==> src/rtl/ext_irq_pkg.sv <==
package ext_irq_pkg;
  localparam int REG_AW = 5;
  localparam logic [REG_AW-1:0] OFS_MASK  = 5'h00;
  localparam logic [REG_AW-1:0] OFS_SRC   = 5'h04;
  localparam logic [REG_AW-1:0] OFS_MSTAT = 5'h08;
  localparam logic [REG_AW-1:0] OFS_RAW   = 5'h0C;
  localparam logic [REG_AW-1:0] OFS_CLR   = 5'h10;
  localparam logic [REG_AW-1:0] OFS_POL   = 5'h14;
  localparam logic [REG_AW-1:0] OFS_TRIG  = 5'h18;
  localparam logic [REG_AW-1:0] OFS_SWREQ = 5'h1C;
endpackage

==> src/rtl/ext_irq_sync.sv <==
module ext_irq_sync #(
  parameter int WIDTH  = 32,
  parameter int STAGES = 2
) (
  input  logic             clk,
  input  logic             rst_n,
  input  logic [WIDTH-1:0] async_i,
  output logic [WIDTH-1:0] sync_o
);
  logic [WIDTH-1:0] stg [STAGES];

  genvar gs;
  generate
    for (gs = 0; gs < STAGES; gs++) begin : g_stage
      always_ff @(posedge clk or negedge rst_n) begin
        if (!rst_n) stg[gs] <= '0;
        else if (gs == 0) stg[gs] <= async_i;
        else stg[gs] <= stg[(gs == 0) ? 0 : gs-1];
      end
    end
  endgenerate

  assign sync_o = stg[STAGES-1];
endmodule

==> src/rtl/ext_irq_detect.sv <==
module ext_irq_detect #(
  parameter int WIDTH = 32
) (
  input  logic             clk,
  input  logic             rst_n,
  input  logic [WIDTH-1:0] lvl_i,
  input  logic [WIDTH-1:0] pol_i,
  input  logic [WIDTH-1:0] edge_mode_i,
  input  logic [WIDTH-1:0] clr_i,
  input  logic [WIDTH-1:0] swset_i,
  output logic [WIDTH-1:0] req_o
);
  logic [WIDTH-1:0] prev_q;
  logic [WIDTH-1:0] hit;
  logic [WIDTH-1:0] req_q;

  always_ff @(posedge clk or negedge rst_n) begin
    if (!rst_n) prev_q <= '0;
    else prev_q <= lvl_i;
  end

  genvar gl;
  generate
    for (gl = 0; gl < WIDTH; gl++) begin : g_line
      logic rise, fall, lvl_act;
      always_comb begin
        rise    = lvl_i[gl] & ~prev_q[gl];
        fall    = ~lvl_i[gl] & prev_q[gl];
        lvl_act = (lvl_i[gl] == pol_i[gl]);
        if (edge_mode_i[gl]) hit[gl] = pol_i[gl] ? rise : fall;
        else hit[gl] = lvl_act;
      end
    end
  endgenerate

  // a new event takes precedence over a clear on the same edge
  always_ff @(posedge clk or negedge rst_n) begin
    if (!rst_n) req_q <= '0;
    else req_q <= hit | swset_i | (req_q & ~clr_i);
  end

  assign req_o = req_q;
endmodule

==> src/rtl/ext_irq_regs.sv <==
module ext_irq_regs
  import ext_irq_pkg::*;
#(
  parameter int WIDTH = 32
) (
  input  logic              clk,
  input  logic              rst_n,
  input  logic              wr_i,
  input  logic              rd_i,
  input  logic [REG_AW-1:0] addr_i,
  input  logic [WIDTH-1:0]  wdata_i,
  input  logic [WIDTH-1:0]  raw_i,
  input  logic [WIDTH-1:0]  mstat_i,
  output logic [WIDTH-1:0]  rdata_o,
  output logic [WIDTH-1:0]  mask_o,
  output logic [WIDTH-1:0]  pol_o,
  output logic [WIDTH-1:0]  edge_mode_o,
  output logic [WIDTH-1:0]  clr_o,
  output logic [WIDTH-1:0]  swset_o
);
  logic [WIDTH-1:0] mask_q, src_q, pol_q, trig_q, rdata_q, rd_mux;

  always_ff @(posedge clk or negedge rst_n) begin
    if (!rst_n) begin
      mask_q <= '1;
      src_q  <= '0;
      pol_q  <= '0;
      trig_q <= '0;
    end else if (wr_i) begin
      case (addr_i)
        OFS_MASK: mask_q <= wdata_i;
        OFS_SRC:  src_q  <= wdata_i;
        OFS_POL:  pol_q  <= wdata_i;
        OFS_TRIG: trig_q <= wdata_i;
        default:  ;
      endcase
    end
  end

  assign clr_o   = (wr_i && addr_i == OFS_CLR)   ? wdata_i : '0;
  assign swset_o = (wr_i && addr_i == OFS_SWREQ) ? wdata_i : '0;

  always_comb begin
    case (addr_i)
      OFS_MASK:  rd_mux = mask_q;
      OFS_SRC:   rd_mux = src_q;
      OFS_MSTAT: rd_mux = mstat_i;
      OFS_RAW:   rd_mux = raw_i;
      OFS_POL:   rd_mux = pol_q;
      OFS_TRIG:  rd_mux = trig_q;
      default:   rd_mux = '0;
    endcase
  end

  always_ff @(posedge clk or negedge rst_n) begin
    if (!rst_n) rdata_q <= '0;
    else if (rd_i) rdata_q <= rd_mux;
  end

  assign rdata_o     = rdata_q;
  assign mask_o      = mask_q;
  assign pol_o       = pol_q;
  assign edge_mode_o = trig_q;
endmodule

==> src/rtl/ext_irq_front.sv <==
module ext_irq_front
  import ext_irq_pkg::*;
#(
  parameter int N_LINES     = 32,
  parameter int SYNC_STAGES = 2
) (
  input  logic               clk,
  input  logic               rst_n,
  input  logic [N_LINES-1:0] irq_pin,
  input  logic               reg_wr,
  input  logic               reg_rd,
  input  logic [REG_AW-1:0]  reg_addr,
  input  logic [N_LINES-1:0] reg_wdata,
  output logic [N_LINES-1:0] reg_rdata,
  output logic [N_LINES-1:0] irq_out
);
  logic [N_LINES-1:0] pin_sync, req_q, mask, pol, edge_mode, clr, swset, mstat;

  ext_irq_sync #(.WIDTH(N_LINES), .STAGES(SYNC_STAGES)) u_sync (
    .clk(clk), .rst_n(rst_n), .async_i(irq_pin), .sync_o(pin_sync)
  );

  ext_irq_detect #(.WIDTH(N_LINES)) u_detect (
    .clk(clk), .rst_n(rst_n), .lvl_i(pin_sync), .pol_i(pol),
    .edge_mode_i(edge_mode), .clr_i(clr), .swset_i(swset), .req_o(req_q)
  );

  assign mstat = req_q & ~mask;

  ext_irq_regs #(.WIDTH(N_LINES)) u_regs (
    .clk(clk), .rst_n(rst_n), .wr_i(reg_wr), .rd_i(reg_rd), .addr_i(reg_addr),
    .wdata_i(reg_wdata), .raw_i(req_q), .mstat_i(mstat), .rdata_o(reg_rdata),
    .mask_o(mask), .pol_o(pol), .edge_mode_o(edge_mode), .clr_o(clr),
    .swset_o(swset)
  );

  assign irq_out = mstat;
endmodule

==> config.mk <==
export PLATFORM = sky130hd
export DESIGN_NAME = ext_irq_front
export DESIGN_NICKNAME = d
export VERILOG_FILES = /design/src/rtl/ext_irq_pkg.sv /design/src/rtl/ext_irq_sync.sv /design/src/rtl/ext_irq_detect.sv /design/src/rtl/ext_irq_regs.sv /design/src/rtl/ext_irq_front.sv
export SDC_FILE = /design/constraint.sdc
export NUM_CORES = 1
export LEC_CHECK = 0
export BUFFER_PORTS_ARGS = -buffer_cell sky130_fd_sc_hd__buf_2
export CAP_MARGIN = 25
export CORE_MARGIN = 2
export CORE_UTILIZATION = 51
export DETAILED_ROUTE_END_ITERATION = 16
export PLACE_DENSITY = 0.72
export SKIP_CTS_REPAIR_TIMING = 1
export SYNTH_ARGS = -nofsm -noshare
export SYNTH_HDL_FRONTEND = slang
export SYNTH_HIERARCHICAL = 1
export SYNTH_SLANG_ARGS = --single-unit
==> constraint.sdc <==
create_clock -name clk -period 1.6 [get_ports clk]
set_input_delay 0.08 -clock clk [delete_from_list [all_inputs] [get_ports clk]]
set_output_delay 0.08 -clock clk [all_outputs]
set_load 0.02 [all_outputs]
==> impl_metrics.ini, run 1 <==
[outcome]
status = complete, no violations

[clock_tree]
cts-buffers-inserted = 30
cts_tree = done
insertion_delay_ps = 550
clockBufferDepth = 3
clk_pin_slew_ps = 60
ctsHtreeMaxLevel = 1
root_buffer = clkbuf_16
cts_sinks = 288

[routing]
firstDrtPassIters = 5
wl_per_cell_um = 19.5
antenna_left = 0
vias = 8686
viasPerCell = 5.51
drc = 0
drt_iter0_markers = 551
wl_mm = 30.7

[sta]
worst_slew_pin_slew_ps = 524
slew_headroom_pct = 65.1
setup_viol = 0
fin_skew_ps = 5.30
rsz0062_at_grt = no
fmax_ghz = 0.710
finalHoldViolCount = 0
fin_tns_setup_ps = 0
timing.final.crit_period_ps = 1410
period_share_pct = 88.0
slew_viol_final = 0

[grt]
grt_usage_pct = 23.0
grt_pass1_wl_mm = 48.0
top_usage_layer = met2
grt.overflow.total = 0
antenna_found_initial = 1
met1_usage_pct = 32.1
use_met2_pct = 37.5
grt_max_degree = 59
first_global_vias = 8894
globalRouteMet3Util_pct = 3.51

[logic_synthesis]
async_flop_share_pct = 100
yosysTopAreaCell = dfrtp_1
ys_ff_latch = 288
yosysWarnings = 6
synth.most_common_cell = dfrtp_1
synth_edf_count = 0
synth_commonest_cells = dfrtp_1 (256), a21oi_1 (96), mux2_2 (96), nor2b_1 (96)
avgSynthCellArea_um2 = 12.5
syn-instance-count = 1026
synth_ff_type = dfrtp_1
netlist_area_mm2 = 0.0128
synth_area_leaders = dfrtp_1 (50%), mux2_2 (8.4%), dfstp_2 (6.6%)
synth_top_area_share_pct = 50.0
ys_seq_area_share_pct = 56.6
synth_fp_nets = 1099
synth_cell_types = 28

[die]
die_area_mm2 = 0.0264
rows = 57
core_area_mm2 = 0.0245
chipHeight_um = 162
initial_core_util_pct = 52.4
die_w_um = 162
boundaryPins = 137

[critical_path]
crit_buf_inv = 3
worst_setup_path_start_kind = input pin
crit_chain = buf_2, buf_12, nor2_1, nor4b_4, buf_4, and2_1, nor2b_1, or4_1
arrival_ps = 1820
slowest_delay_ps = 500
slowest_stage = or4_1
crit_type = input pin to register
path_max_fanout = 14
cp.required_ps = 2010
critical-path-top-delay-family = simple AND/OR/NAND/NOR gates
cp-end-kind = register

[placed_design]
gp_congestion = 0.793
hpwl_mm = 19.6
port-buffer-count = 136

[worst_hold_path]
hp-class = input pin to asynchronous set/reset pin

[cells_and_area]
regArea_mm2 = 0.00725
multi_input_area_mm2 = 0.00516
fillCellCount = 1865
nets = 1299
area_delta_synth_final_pct = 23.5
final_layout_size_suffix_gt1_share_pct = 34.7

[power_and_ir_drop]
vdd_ir_drop_max_v = 0.00101
power.density_mw_per_mm2 = 1220
power_mw = 19.3
power.leakage_nw = 7.31

[run]
drv_cap = 0
-- state kept, by name (all words and copies together), names as in the netlist --
signal and cells:
u_detect/prev_q 32, u_detect/req_o 32, u_regs/edge_mode_o 32, u_regs/mask_o 32
u_regs/pol_o 32, u_regs/rdata_o 32, u_regs/src_q 32, u_sync/stg 32
u_sync/sync_o 32
-- metrics by stage --
stage	util [%]	worst slack (ps)	hold WS, ps	std cells	cell area (µm²)
after global placement	57.5	-306	-13.4	1453	14100
final	64.7	192	3.26	1575	15800
after floorplan	-	-181	-216	1026	12900
after detailed placement	57.5	-346	-10.6	1453	14100
after global routing	64.7	120	12.7	1575	15800
after CTS	62.0	176	-597	1509	15200
-- routing by layer --
metal	wire length [µm]	share of wire, %
met3	1400	4.5
met5	0	0
met4	823	2.7
met2	14800	48
met1	13700	44
-- kinds of logic after synthesis --
family,after synthesis,synth area share (%)
compound gates,160,6.56
xor+xnor,1,0.0684
buf+inv,80,3.56
flops,288,56.6
mux,192,17.1
simple gates,305,16.1
-- area by class of cell --
cell class | instances | share of cell area (%)
repair buffers | 248 | 12.0
clock inverters | 12 | 1.34
multi-input cells | 658 | 32.6
flip-flops and latches | 288 | 45.8
clock buffers | 44 | 5.66
diodes | 1 | 0.0158
well taps | 324 | 2.56
-- layout by cell type, fill, tap and decap left out, types with 5 or more instances in the layout --
cell / instances
o22ai_1: 32
buf_2: 134
buf_12: 16
bufinv_16: 6
and2_1: 64
buf_4: 32
nor2b_1: 96
dfstp_2: 32
or4_1: 32
a21oi_1: 96
clkbuf_8: 7
nor2b_4: 32
clkbuf_16: 31
clkinv_2: 5
mux2i_1: 64
nand2_1: 33
o21ai_0: 32
mux2_2: 96
clkbuf_1: 6
nor3_1: 33
dlygate4sd3_1: 65
dfrtp_1: 256
mux2_4: 30
-- where the power goes --
group,internal [mW],total [mW],switching [mW]
registers,8.20,8.93,0.732
clock network,4.82,7.65,2.83
logic,1.45,2.68,1.24
-- path summary, 6_finish.rpt --
| kind | startpoint | end | slack [ps] | cells past startpoint |
|---|---|---|---|---|
| worst max-delay path | reg_addr[1] | u_detect/req_o[15]$_DFF_PN0_ | 190 | 8 |
| worst min-delay path | rst_n | u_sync/stg[61]$_DFF_PN0_ | 3 | 2 |
| worst max register to register | u_regs/mask_o[15]$_DFFE_PN1P_ | u_regs/rdata_o[15]$_DFFE_PN0P_ | 300 | 5 |
| worst min register to register | u_sync/stg[60]$_DFF_PN0_ | u_sync/sync_o[28]$_DFF_PN0_ | 350 | 0 |
| max in group asynchronous | rst_n | u_regs/mask_o[19]$_DFFE_PN1P_ | 920 | 3 |
| min in group clk | reg_rd | u_regs/rdata_o[5]$_DFFE_PN0P_ | 10 | 4 |
Power figures use the tool's default switching activity.
==> run 2, diff against run 1 <==
- clock period: 1.6 -> 1.3 ns (I/O delays scaled with it)
==> run 2 against run 1 <==
The flow now finishes with violations (negative setup slack). Global-route usage rose by 0.14 points. Critical path depth fell by 6. Non-clock buffer count rose by 17. Worst setup slack got worse by 270 ps. First-iteration DRC count fell by 25%. Die area did not move. Combinational power rose by 44%. Critical path type is now register to output pin. Largest power group unchanged. Highest routed layer is now met5.
==> impl_metrics.ini, run 2 (synthesis results as in run 1) <==
[outcome]
status = finished with violations
violations = negative setup slack

[critical_path]
cp-end-kind = output pin
cp.required_ps = 1240
crit_buf_inv = 1
crit_type = register to output pin
worst_setup_path_start_kind = register
crit_chain = nor2b_4, buf_6
critical-path-top-delay-family = flip-flops
slowest_delay_ps = 570
arrival_ps = 1310
slowest_stage = dfstp_2
path_max_fanout = 3

[clock_tree]
clk_pin_slew_ps = 60
insertion_delay_ps = 560
ctsHtreeMaxLevel = 1
cts_sinks = 288
clockBufferDepth = 3
cts-buffers-inserted = 30
cts_tree = done
root_buffer = clkbuf_16

[cells_and_area]
fillCellCount = 1768
area_delta_synth_final_pct = 27.7
final_layout_size_suffix_gt1_share_pct = 36.3
nets = 1317
regArea_mm2 = 0.00725
final_common_cell = dfrtp_1
multi_input_area_mm2 = 0.00533
layout_common_cells = dfrtp_1 (256), buf_2 (102), nor2b_1 (95)

[sta]
slew_viol_final = 0
fin_tns_setup_ps = -1590
setup_viol = 34
rsz0062_at_grt = yes
worst_slew_pin_slew_ps = 537
period_share_pct = 106
slew_headroom_pct = 64.1
timing.final.crit_period_ps = 1380
fmax_ghz = 0.726
finalHoldViolCount = 0
fin_skew_ps = 13.5
worst_slack_ps = -77.1

[die]
rows = 57
core_area_mm2 = 0.0245
die_area_mm2 = 0.0264
initial_core_util_pct = 52.4
boundaryPins = 137
chipHeight_um = 162
die_w_um = 162

[grt]
grt.overflow.total = 0
grt_max_degree = 63
grt_pass1_wl_mm = 48.3
first_global_vias = 8838
grt_usage_pct = 23.1
antenna_found_initial = 3

[run]
drv_cap = 0

[placed_design]
hpwl_mm = 19.5
pre_cts_slack_ps = -654
gp_congestion = 0.800
port-buffer-count = 136

[worst_hold_path]
hp-class = input pin to register

[routing]
wl_mm = 31.0
drt_iter0_markers = 415
wl_per_cell_um = 19.5
antenna_left = 0
drc = 0
vias = 8709
firstDrtPassIters = 5
viasPerCell = 5.46

[power_and_ir_drop]
vdd_ir_drop_max_v = 0.00126
power.leakage_nw = 7.59
power.density_mw_per_mm2 = 1460
## run 2: cell count changes in the layout (fill, tap and decap cells not counted), moves of 9 or more
cell / delta
buf_2: -32
buf_4: +10
buf_6: +34
mux2_2: -30
mux2_4: +32
o21ai_0: -9
o21ai_1: +9
## run 2: metrics by stage
stage / total power [mW] / std cells / utilization [%] / cell area, µm² / hold slack, ps
after floorplan: 13.2 / 1026 / - / 13100 / -231
after global placement: 14.3 / 1449 / 57.9 / 14200 / -42.0
after detailed placement: 14.4 / 1449 / 57.9 / 14200 / -41.4
after CTS: 23.5 / 1505 / 62.3 / 15200 / -620
after global routing: 25.0 / 1594 / 66.9 / 16400 / 28.6
final: 24.0 / 1594 / 66.9 / 16400 / 26.1
## run 2: final cells by class
cell class              count  share of cell area [%]
clock inverters            12                   0.995
multi-input cells         659                    32.6
flip-flops and latches    288                    44.3
repair buffers            265                    14.0
well taps                 324                    2.48
diodes                      2                  0.0306
clock buffers              44                    5.59
## run 2: final timing paths
path	cells after the start	to	slack, ps	from
min in group asynchronous	3	u_detect/prev_q[2]$_DFF_PN0_	510	rst_n
max in group asynchronous	4	u_regs/mask_o[12]$_DFFE_PN1P_	120	rst_n
hold / removal	4	u_regs/rdata_o[18]$_DFFE_PN0P_	30	reg_rd
hold reg to reg	0	u_sync/sync_o[4]$_DFF_PN0_	340	u_sync/stg[36]$_DFF_PN0_
setup / recovery	2	irq_out[9]	-80	u_regs/mask_o[9]$_DFFE_PN1P_
setup reg to reg	3	u_detect/req_o[21]$_DFF_PN0_	-10	u_detect/req_o[21]$_DFF_PN0_
## run 2: tightest hold or removal path: stages
cell	delay (ps)
buf_2	120
nand3_2	130
buf_12	150
o21ai_1	70
## run 2: power by group
group	switching (mW)	internal, mW
Sequential	0.906	10.1
Clock	3.45	5.64
Combinational	1.64	2.24
Total	5.99	18.0
## run 2: metal layers
| metal | GRT usage, % | share of wire (%) |
|---|---|---|
| met4 | 6.56 | 2.1 |
| met5 | 0 | 0.042 |
| met2 | 37.9 | 49 |
| met3 | 4.00 | 5.8 |
| met1 | 32.0 | 43 |
==> run 3, diff against run 2 <==
- CORE_MARGIN: 2 -> unset
==> run 3 against run 2 <==
The flow still finishes with violations (negative setup slack). Critical endpoint is now irq_out[10]. Final cell count grew 0.56%. Fmax about the same. Wire length grew 2.6%. Total power decreased by 1.2%. Count of clock-buffer cells in the layout rose by 4. Worst hold slack gained 82 ps. Via count is 1.1% higher. First-iteration DRC count is 34% higher.
==> impl_metrics.ini, run 3 (synthesis results as in run 1) <==
[outcome]
status = finished with violations
violations = negative setup slack

[power_and_ir_drop]
power.density_mw_per_mm2 = 1440
vdd_ir_drop_max_v = 0.00101
swShare_pct = 25.5
p_seq_share_pct = 46.5
p_int_mw = 17.6
pwr-share-comb_pct = 16.6
power.switching_mw = 6.03
power_mw = 23.7
clockPowerShare_pct = 36.9
power.leakage_nw = 7.63

[critical_path]
worst_setup_path_start_kind = register
cp-end-kind = output pin
critical-path-top-delay-family = flip-flops
path_max_fanout = 3
cp.required_ps = 1240
crit_chain = nor2b_4, buf_6
slowest_stage = dfstp_2
slowest_delay_ps = 570
crit_type = register to output pin
crit_buf_inv = 1
arrival_ps = 1310

[clock_tree]
cts_tree = done
cts_sinks = 288
insertion_delay_ps = 560
clk_pin_slew_ps = 70
cts-buffers-inserted = 30
root_buffer = clkbuf_16
ctsHtreeMaxLevel = 1
clockBufferDepth = 3

[routing]
firstDrtPassIters = 5
antenna_left = 0
drt_iter0_markers = 558
vias = 8803
viasPerCell = 5.49
drc = 0
wl_per_cell_um = 19.9
wl_mm = 31.8

[cells_and_area]
layout.cells.non_filler = 1603
layout_common_cells = dfrtp_1 (256), buf_2 (101), nor2b_1 (96)
final_common_cell = dfrtp_1
area_delta_synth_final_pct = 28.5
fillCellCount = 1752
nets = 1328
final_layout_size_suffix_gt1_share_pct = 36.7

[sta]
fin_skew_ps = 10.6
setup_viol = 34
fmax_ghz = 0.727
slew_viol_final = 0
worst_slew_pin_slew_ps = 638
fin_tns_setup_ps = -1780
slew_headroom_pct = 57.4
rsz0062_at_grt = yes
finalHoldViolCount = 0
period_share_pct = 106
worst_slack_ps = -76.4
timing.final.crit_period_ps = 1380

[grt]
antenna_found_initial = 1
grt_pass1_wl_mm = 47.5
grt.overflow.total = 0
grt_usage_pct = 23.6
first_global_vias = 8625
grt_max_degree = 62

[placed_design]
port-buffer-count = 136
gp_congestion = 0.807
place_inst = 1454
hpwl_mm = 19.3

[die]
rows = 57
die_area_mm2 = 0.0258
die_w_um = 160
initial_core_util_pct = 52.4
core_area_mm2 = 0.0245
chipHeight_um = 160
boundaryPins = 137

[worst_hold_path]
hp-class = input pin to register

[run]
drv_cap = 0
## run 3: changes by cell type in the layout (fill, tap and decap cells not counted), sizes merged
cell,change
bufinv,-2
clkinv,-2
diode,-1
clkbuf,+5
clkinvlp,-1
buf,+10
## run 3: worst paths after layout
path	endpoint	depth (start not counted)	from	slack, ps
max	irq_out[10]	2	u_regs/mask_o[10]$_DFFE_PN1P_	-80
min	u_regs/rdata_o[10]$_DFFE_PN0P_	4	reg_rd	110
max reg2reg	u_regs/rdata_o[1]$_DFFE_PN0P_	5	u_regs/mask_o[1]$_DFFE_PN1P_	-20
min reg2reg	u_sync/sync_o[0]$_DFF_PN0_	0	u_sync/stg[32]$_DFF_PN0_	350
max in group asynchronous	u_sync/sync_o[3]$_DFF_PN0_	3	rst_n	460
min in group asynchronous	u_regs/src_q[2]$_DFFE_PN0P_	3	rst_n	130
## run 3: tightest hold or removal path, delay by kind of cell
kind / cells / cell delay, ps
buffers and inverters: 2 / 340
AO/OA/AOI/OAI: 1 / 80
AND/OR/NAND/NOR: 1 / 130
## run 3: through the flow
stage	hold WS [ps]	setup WS [ps]	utilization [%]	cell area [µm²]
3_5_place_dp	-87.8	-688	58.0	14200
6_report	108	-76.4	67.3	16500
3_3_place_gp	-92.2	-612	58.0	14200
4_1_cts	-672	-116	62.2	15200
5_1_grt	111	-109	67.3	16500
2_1_floorplan	-231	-466	-	13100
## run 3: power groups by stage
stage | combinational [mW] | sequential [mW] | clock, mW
after detailed placement | 3.27 | 11.1 | 0
final | 3.94 | 11.0 | 8.73
after floorplan | 2.33 | 10.9 | 0
after CTS | 3.28 | 11.0 | 8.86
after global placement | 3.18 | 11.1 | 0
after global routing | 4.22 | 11.1 | 9.23
## run 3: cell type report
type	instances	area (µm²)	share of cell area [%]
tap	324	405	2.46
clock buffer	48	930	5.65
multi-input combinational	659	5340	32.5
timing repair buffer	276	2450	14.9
sequential	288	7250	44.0
clock inverter	7	85.1	0.517
antenna	1	2.50	0.0152
## run 3: layer usage
metal | part of all wire, % | routed length, µm | global-route usage (%)
met1 | 43 | 13800 | 33.1
met4 | 3.0 | 945 | 7.92
met5 | 0 | 0 | 0
met3 | 4.6 | 1470 | 3.36
met2 | 49 | 15600 | 37.8
